$ cat config.mk
export PLATFORM = sky130hd
export DESIGN_NAME = acc_datapath
export DESIGN_NICKNAME = d
export VERILOG_FILES = /design/src/rtl/acc_dp_pkg.sv /design/src/rtl/acc_unit.sv /design/src/rtl/acc_regbank.sv /design/src/rtl/acc_cmp_jump.sv /design/src/rtl/acc_datapath.sv
export SDC_FILE = /design/constraint.sdc
export NUM_CORES = 1
export LEC_CHECK = 0
export BUFFER_PORTS_ARGS = -buffer_cell sky130_fd_sc_hd__buf_2
export CAP_MARGIN = 20
export CORE_AREA = 5 5 51 86
export DETAILED_ROUTE_END_ITERATION = 8
export DIE_AREA = 0 0 56 91
export PLACE_DENSITY_LB_ADDON = 0.25
export SLEW_MARGIN = 20
export SYNTH_ARGS = -nofsm -noshare
export SYNTH_HDL_FRONTEND = slang
export SYNTH_SLANG_ARGS = --single-unit
$ cat constraint.sdc
create_clock -name clk -period 2.98 [get_ports clk]
set_input_delay 0.298 -clock clk [delete_from_list [all_inputs] [get_ports clk]]
set_output_delay 0.298 -clock clk [all_outputs]
set_load 0.02 [all_outputs]
$ cat src/rtl/acc_dp_pkg.sv
package acc_dp_pkg;
  typedef struct packed {
    logic lt;
    logic eq;
    logic gt;
  } cmp_flags_t;

  typedef enum logic [1:0] {
    ACC_HOLD = 2'd0,
    ACC_LOAD = 2'd1,
    ACC_UP   = 2'd2,
    ACC_DOWN = 2'd3
  } acc_op_e;
endpackage

$ cat src/rtl/acc_unit.sv
module acc_unit #(
  parameter int unsigned DW = 4
) (
  input  logic                   clk,
  input  logic                   rst,
  input  logic                   ld_n,
  input  logic                   inc_n,
  input  logic                   dec_n,
  input  logic [DW-1:0]          bus,
  output acc_dp_pkg::acc_op_e    op,
  output logic [DW-1:0]          acc_q
);
  import acc_dp_pkg::*;

  function automatic logic [DW-1:0] step_up(input logic [DW-1:0] v);
    return v + 1'b1;
  endfunction

  function automatic logic [DW-1:0] step_down(input logic [DW-1:0] v);
    return v - 1'b1;
  endfunction

  always_comb begin
    if (!ld_n)       op = ACC_LOAD;
    else if (!inc_n) op = ACC_UP;
    else if (!dec_n) op = ACC_DOWN;
    else             op = ACC_HOLD;
  end

  always_ff @(posedge clk) begin
    if (rst) acc_q <= '0;
    else begin
      unique case (op)
        ACC_LOAD: acc_q <= bus;
        ACC_UP:   acc_q <= step_up(acc_q);
        ACC_DOWN: acc_q <= step_down(acc_q);
        default:  acc_q <= acc_q;
      endcase
    end
  end


  load_take_chk: assert property (@(posedge clk) disable iff (rst)
    !ld_n |=> acc_q == $past(bus));

  inc_wrap_chk: assert property (@(posedge clk) disable iff (rst)
    (ld_n && !inc_n && acc_q == {DW{1'b1}}) |=> acc_q == '0);

  dec_wrap_chk: assert property (@(posedge clk) disable iff (rst)
    (ld_n && inc_n && !dec_n && acc_q == '0) |=> acc_q == {DW{1'b1}});

  idle_hold_chk: assert property (@(posedge clk) disable iff (rst)
    (ld_n && inc_n && dec_n) |=> $stable(acc_q));
endmodule

$ cat src/rtl/acc_regbank.sv
module acc_regbank #(
  parameter int unsigned DW   = 4,
  parameter int unsigned NREG = 4
) (
  input  logic          clk,
  input  logic          rst,
  input  logic [DW-1:0] acc,
  input  logic          sel_le,
  input  logic          wr_n,
  output logic [DW-1:0] rdata
);
  localparam int unsigned AW = $clog2(NREG);

  logic [2*AW-1:0] sel_q;
  logic [AW-1:0]   rd_idx;
  logic [AW-1:0]   wr_idx;
  logic [DW-1:0]   bank [NREG];

  assign rd_idx = sel_q[2*AW-1:AW];
  assign wr_idx = sel_q[AW-1:0];
  assign rdata  = bank[rd_idx];

  always_ff @(posedge clk) begin
    if (rst)         sel_q <= '0;
    else if (sel_le) sel_q <= acc[2*AW-1:0];
  end

  for (genvar g = 0; g < NREG; g++) begin : g_cell
    always_ff @(posedge clk) begin
      if (!rst && !wr_n && wr_idx == AW'(g)) bank[g] <= acc;
    end
  end


  write_land_chk: assert property (@(posedge clk) disable iff (rst)
    !wr_n |=> bank[$past(wr_idx)] == $past(acc));

  sel_take_chk: assert property (@(posedge clk) disable iff (rst)
    sel_le |=> {rd_idx, wr_idx} == $past(acc[2*AW-1:0]));
endmodule

$ cat src/rtl/acc_cmp_jump.sv
module acc_cmp_jump #(
  parameter int unsigned DW = 4
) (
  input  logic                    clk,
  input  logic                    rst,
  input  logic [DW-1:0]           acc,
  input  logic [DW-1:0]           bus,
  input  logic                    flag_le,
  input  logic                    jmp_lt,
  input  logic                    jmp_eq,
  input  logic                    jmp_gt,
  output acc_dp_pkg::cmp_flags_t  flags_q,
  output logic                    seg_load
);
  import acc_dp_pkg::*;

  function automatic cmp_flags_t compare3(input logic [DW-1:0] a, input logic [DW-1:0] b);
    cmp_flags_t f;
    f.lt = a < b;
    f.eq = a == b;
    f.gt = a > b;
    return f;
  endfunction

  always_ff @(posedge clk) begin
    if (rst)          flags_q <= '0;
    else if (flag_le) flags_q <= compare3(acc, bus);
  end

  assign seg_load = (jmp_lt & flags_q.lt) | (jmp_eq & flags_q.eq) | (jmp_gt & flags_q.gt);


  flag_onehot_chk: assert property (@(posedge clk) disable iff (rst)
    flag_le |=> $countones(flags_q) == 1);

  flag_hold_chk: assert property (@(posedge clk) disable iff (rst)
    !flag_le |=> $stable(flags_q));

  jump_needs_flag_chk: assert property (@(posedge clk) disable iff (rst)
    seg_load |-> (flags_q != '0 && (jmp_lt || jmp_eq || jmp_gt)));
endmodule

$ cat src/rtl/acc_datapath.sv
module acc_datapath #(
  parameter int unsigned DW   = 4,
  parameter int unsigned NREG = 4
) (
  input  logic          clk,
  input  logic          rst,
  input  logic [DW-1:0] lit_data,
  input  logic [DW-1:0] ext_in,
  input  logic          lit_en_n,
  input  logic          in_en_n,
  input  logic          rd_en_n,
  input  logic          ld_n,
  input  logic          inc_n,
  input  logic          dec_n,
  input  logic          sel_le,
  input  logic          wr_n,
  input  logic          flag_le,
  input  logic          jmp_lt,
  input  logic          jmp_eq,
  input  logic          jmp_gt,
  input  logic          out_le,
  output logic [DW-1:0] acc,
  output logic [2:0]    flags,
  output logic          seg_load,
  output logic [DW-1:0] seg_data,
  output logic [DW-1:0] out_q
);
  import acc_dp_pkg::*;

  logic [DW-1:0] bus;
  logic [DW-1:0] reg_rdata;
  logic [DW-1:0] acc_q;
  acc_op_e       acc_op;
  cmp_flags_t    flags_q;

  always_comb begin
    if (!lit_en_n)     bus = lit_data;
    else if (!in_en_n) bus = ext_in;
    else if (!rd_en_n) bus = reg_rdata;
    else               bus = '0;
  end

  acc_unit #(.DW(DW)) u_acc (
    .clk(clk), .rst(rst), .ld_n(ld_n), .inc_n(inc_n), .dec_n(dec_n),
    .bus(bus), .op(acc_op), .acc_q(acc_q)
  );

  acc_regbank #(.DW(DW), .NREG(NREG)) u_bank (
    .clk(clk), .rst(rst), .acc(acc_q), .sel_le(sel_le), .wr_n(wr_n),
    .rdata(reg_rdata)
  );

  acc_cmp_jump #(.DW(DW)) u_cmp (
    .clk(clk), .rst(rst), .acc(acc_q), .bus(bus), .flag_le(flag_le),
    .jmp_lt(jmp_lt), .jmp_eq(jmp_eq), .jmp_gt(jmp_gt),
    .flags_q(flags_q), .seg_load(seg_load)
  );

  always_ff @(posedge clk) begin
    if (rst)         out_q <= '0;
    else if (out_le) out_q <= acc_q;
  end

  assign acc      = acc_q;
  assign flags    = flags_q;
  assign seg_data = acc_q;


  reset_clear_chk: assert property (@(posedge clk)
    rst |=> (acc == '0 && flags == '0 && out_q == '0));

  out_hold_chk: assert property (@(posedge clk) disable iff (rst)
    !out_le |=> $stable(out_q));

  load_wins_chk: assert property (@(posedge clk) disable iff (rst)
    (!ld_n && (!inc_n || !dec_n)) |-> acc_op == ACC_LOAD);
endmodule

After elaboration in Yosys (flattened, before gate mapping)
Memory sizes are Yosys's and may differ from the RTL's. A register that Yosys moved wholly into a read port is not among the register bits.
Index checks and enable logic that the tools add are counted.
- muxes and demuxes: 26
- order comparisons: 2
- equal/unequal tests: 7
- reduce and logical (&&, ||, !) cells: 12
- bitwise gates (word level): 5
- add/sub/neg operators: 2
- operators with widths (operator ; count):
    4-bit 2-to-1 mux ; 6
    2-bit 2-to-1 mux ; 8
    4-bit one-hot mux with 3 select lines ; 1
    4-bit OR reduction ; 3
    1-bit 2-to-1 mux ; 11
    2-bit == test, second input constant ; 4
    1-bit logical AND ; 5
    4-bit by 1-bit adder with 4-bit output, second input constant ; 1
    2-bit by 1-bit == test with 1-bit output, second input constant ; 2
    4-bit == test ; 1
    4-bit greater-than comparator ; 1
    4-bit < comparator ; 1
    4-bit by 1-bit subtractor with 4-bit output, second input constant ; 1
    1-bit bitwise AND ; 3
    3-bit nonzero test ; 1
    1-bit zero test ; 2
    2-bit zero test ; 1
    1-bit OR ; 2
- flip-flop bits (word level): 15
- memories: 1
- bits of input ports: 23
- word-level logic and storage cells: 61
- bits in writable memories: 16
- memory list (name ; depth ; bits a word ; rd ports ; clocked after Yosys merged registers in ; wr ports ; line ; text):
    u_bank.bank ; 4 ; 4 ; 1 ; 1 ; 1 ; acc_regbank.sv:17 ; logic [DW-1:0] bank [NREG];

Depth between registers and ports, before layout
- word-level depth: 9
- depth in mapped cells: 10
- mapped depth without buffers: 9

Cells and area by module
A second synthesis with hierarchy kept.
- cells, all modules: 138
- area total of the unflattened synthesis: 1602.8 um2
- modules (own cells, without submodules) (module ; cells an instance ; times used ; area each (um2)):
    acc_regbank ; 40 ; 1 ; 802.0
    acc_unit ; 37 ; 1 ; 304.0
    acc_datapath ; 34 ; 1 ; 270.3
    acc_cmp_jump ; 27 ; 1 ; 226.5

Worst setup path after synthesis
Ideal clock, no wire load.
- path type: reg2reg
- start: register (tool-made name)
- end: register, netlist name u_cmp.flags_q[0]
- slack: 0.872 ns
- clock period less this slack: 2.108 ns
- stages on the path, launching flop included: 10
- arrival time: 1.980 ns
- setup time: 0.128 ns
- path buffers: 0
- path through: dfxtp_1 > mux4_1 > nand2_1 > a31o_2 > ha_1 > nor2b_1 > o21ai_0 > nand2b_1 > a21oi_1 > o32ai_1

==> results.py <==
metrics = {
    "synth": {
        "synth_cell_type_count": 39,
        "synth_warnings": 0,
        "seq_area_frac_synth_pct": 53.0,
        "syn_avg_cell_area_um2": 11.8,
        "syn_area_um2": 1550,
        "synth_nets": 161,
        "synth_cells": 131,
        "synth-seq-cells": 33,
    },
    "cells_and_area": {
        "nNetsFinal": 197,
        "n_fill_cell": 307,
        "drive_gt1_share_pct": 31.0,
        "n_antenna_cell": 0,
        "syn2layout_area_growth_pct": 18.2,
    },
    "min_path": {
        "min_path_cells": 2,
        "holdCritStartpoint": "flag_le",
        "worstHoldEndpoint": "u_cmp.flags_q[0]$_SDFFE_PP0P_",
        "hold_path_class": "in2reg",
    },
    "floorplan": {
        "die_width_um": 56,
        "io_pins": 39,
        "rows": 29,
        "coreArea_um2": 3590,
        "dieArea_um2": 5100,
        "initial_core_util_pct": 43.1,
        "die_h_um": 91,
    },
    "power": {
        "p_per_area_nw_per_um2": 551,
        "report.power.total_w": 0.00101,
        "power_leakage_nw": 0.821,
        "ir_drop_mv": 0.377,
    },
    "setup_path": {
        "critPathArrivalTime_ns": 2.48,
        "startpoint_type": "flop",
        "crit_chain": "mux4_1 -> nand2_1 -> a31o_2 -> ha_1 -> nor2b_1 -> o21ai_0 -> nand2b_1 -> a21oi_1 -> o32ai_1",
        "r2r-end": "u_cmp.flags_q[0]$_SDFFE_PP0P_",
        "critPathMaxFanout": 4,
        "cp-end-kind": "flop",
        "cpMaxStageDelayCell": "mux4_1",
        "r2r_setup_slack_ns": 0.65,
        "crit_type": "reg2reg",
        "slowest_delay_ns": 0.58,
        "worstRegToRegCells": 9,
        "worst_ep_required_time_ns": 3.13,
    },
    "drt": {
        "drtPass1Iterations": 4,
        "num_vias": 1100,
        "ant_nets": 0,
        "vias_per_cell": 5.14,
        "wl_met3_um": 240,
        "dr_wl_met2_um": 1480,
        "drc": 0,
        "drt_iter0_drc": 16,
        "wirelength_um": 3170,
        "wl_per_cell_um": 14.8,
        "top_layer": "met4",
        "m1WireLength_um": 1400,
    },
    "global_route": {
        "grt_pass1_vias": 1147,
        "antenna_found_initial": 0,
        "grt_pass1_wl_um": 5490,
        "grt_max_degree": 19,
        "grt_overflow": 0,
        "grt.total_usage_pct": 13.6,
    },
    "sta": {
        "maxSlewViolCount": 0,
        "tns_ns": 0,
        "worst_pin_slew_ns": 1.02,
        "max_freq_mhz": 429,
        "rsz0062_at_grt": "no",
        "maxSlewHeadroom_pct": 30.8,
        "fin_ws_ns": 0.651,
        "period_share_pct": 78.1,
        "period_minus_slack_ns": 2.33,
        "skew_ns": 0.00410,
        "timing_hold_violations_final": 0,
        "setup_viol": 0,
    },
    "place": {
        "port_buffers": 38,
        "globalplace.congestion": 0.758,
        "pre_cts_slack_ns": 0.651,
        "hpwl_um": 2380,
    },
    "clocking": {
        "cts_tree": "yes",
        "cts.sink_count": 33,
        "ctsRootBufferMaster": "clkbuf_8",
        "path_clk_slew_ns": 0.07,
        "numCtsBuffers": 5,
        "cts_max_level": 2,
        "cts_buffer_depth": 2,
        "worstSkewPairLatency_ns": 0.28,
        "post_cts_buffers": 0,
        "post_cts_resized": 0,
        "cts_hold_buf": 0,
    },
    "job": {
        "cap_violations": 0,
    },
    "run_status": {
        "status": "finished clean",
    },
}
## placed cells by master, fill, tap and decap left out, types with 2 or more instances in the layout
cell and n:
edfxtp_1 16, a31o_2 2, clkbuf_8 5, dfxtp_1 17
mux4_1 2, a211oi_1 2, a21oi_1 6, xor2_1 2
inv_1 10, mux2i_1 9, nor4b_1 2, or2_2 2
a221o_1 2, nand2_1 8, mux4_2 2, ha_1 6
nor2_1 13, o21ai_0 2, buf_2 38
## flip-flops by register name, indices dropped and copies added (netlist names), named ones only
register	cells
u_bank.sel_q	4
u_acc.acc_q	4
u_cmp.flags_q	3
u_bank.bank	16
out_q	4
## where the power goes
| part | switching (W) | internal (W) | total (W) |
|---|---|---|---|
| sequential | 0.0000265 | 0.000500 | 0.000526 |
| combinational | 0.0000895 | 0.0000713 | 0.000161 |
| clock | 0.000159 | 0.000161 | 0.000321 |
## layer usage
metal | vias to the layer above | global-route usage (%)
li1 | 546 | -
met1 | 507 | 17.4
met2 | 43 | 21.4
met3 | 4 | 4.26
met4 | 0 | 5.35
met5 | - | 0
## per-stage QoR
stage          hold WS [ns]  utilization, %  cells  area (um2)
2_1_floorplan         0.418               -    131        1550
5_1_grt               0.281            50.9    214        1830
3_3_place_gp          0.471            48.5    206        1740
4_1_cts               0.272            50.9    214        1830
3_5_place_dp          0.483            48.5    206        1740
6_report              0.280            50.9    214        1830
## cell usage after synthesis
cell	n	area share, %
dfxtp_1	17	22
edfxtp_1	16	31
nor2_1	13	3.2
inv_1	10	2.4
mux2i_1	9	5.8
nand2_1	8	1.9
a21oi_1	6	1.9
ha_1	6	4.9
buf_4	5	2.4
clkbuf_1	3	0.73
a211oi_1	2	0.97
a221o_1	2	1.3
a31o_2	2	1.1
mux4_1	2	3.4
mux4_2	2	2.9
nor4b_1	2	1.1
o21ai_0	2	0.65
or2_2	2	0.81
xor2_1	2	1.1
a211o_1	1	0.57
a21o_1	1	0.49
a222oi_1	1	0.65
a22oi_1	1	0.49
a41oi_1	1	0.57
and2_1	1	0.40
and2b_1	1	0.49
and3_1	1	0.40
buf_1	1	0.24
fa_1	1	1.3
nand2b_1	1	0.40
nor2b_1	1	0.40
nor3_1	1	0.32
nor4_1	1	0.40
nor4bb_1	1	0.65
o211ai_1	1	0.49
o21ai_1	1	0.32
o21ai_2	1	0.57
o32ai_1	1	0.57
xnor2_1	1	0.57
## cell type report
class | instances | area [um2] | share of cell area [%]
clock inverter | 3 | 17.5 | 0.958
timing repair buffer | 38 | 190 | 10.4
sequential | 33 | 821 | 44.9
clock buffer | 5 | 68.8 | 3.76
multi-input combinational | 79 | 637 | 34.8
inverter | 10 | 37.5 | 2.05
tap | 46 | 57.6 | 3.15
## logic make-up (layout without fill, tap and decap cells)
kind of cell | after synthesis | count (layout) | synth area share [%]
fa+ha+maj | 7 | 7 | 6.14
buf+inv | 19 | 56 | 5.82
compound gates | 23 | 23 | 10.7
flops | 33 | 33 | 53.0
xor+xnor | 3 | 3 | 1.70
simple gates | 33 | 33 | 10.5
mux | 13 | 13 | 12.1
## critical path: cells and delay by family, from the launching register on
| family | cells | cell delay [ns] |
|---|---|---|
| and+or+nand+nor | 3 | 0.30 |
| DFF | 1 | 0.44 |
| muxes | 1 | 0.58 |
| AOI/OAI and AO/OA | 4 | 0.66 |
| adders and majority gates | 1 | 0.23 |
## worst max path at each step
stage	slack (ns)	start	endpoint
after floorplan	0.87	flop	u_cmp.flags_q[0]$_SDFFE_PP0P_
after global placement	0.75	flop	u_cmp.flags_q[0]$_SDFFE_PP0P_
after detailed placement	0.65	flop	u_cmp.flags_q[0]$_SDFFE_PP0P_
after CTS	0.64	flop	u_cmp.flags_q[0]$_SDFFE_PP0P_
after global routing	0.42	flop	u_cmp.flags_q[0]$_SDFFE_PP0P_
final	0.65	flop	u_cmp.flags_q[0]$_SDFFE_PP0P_
(Power assumes the default switching activity.)
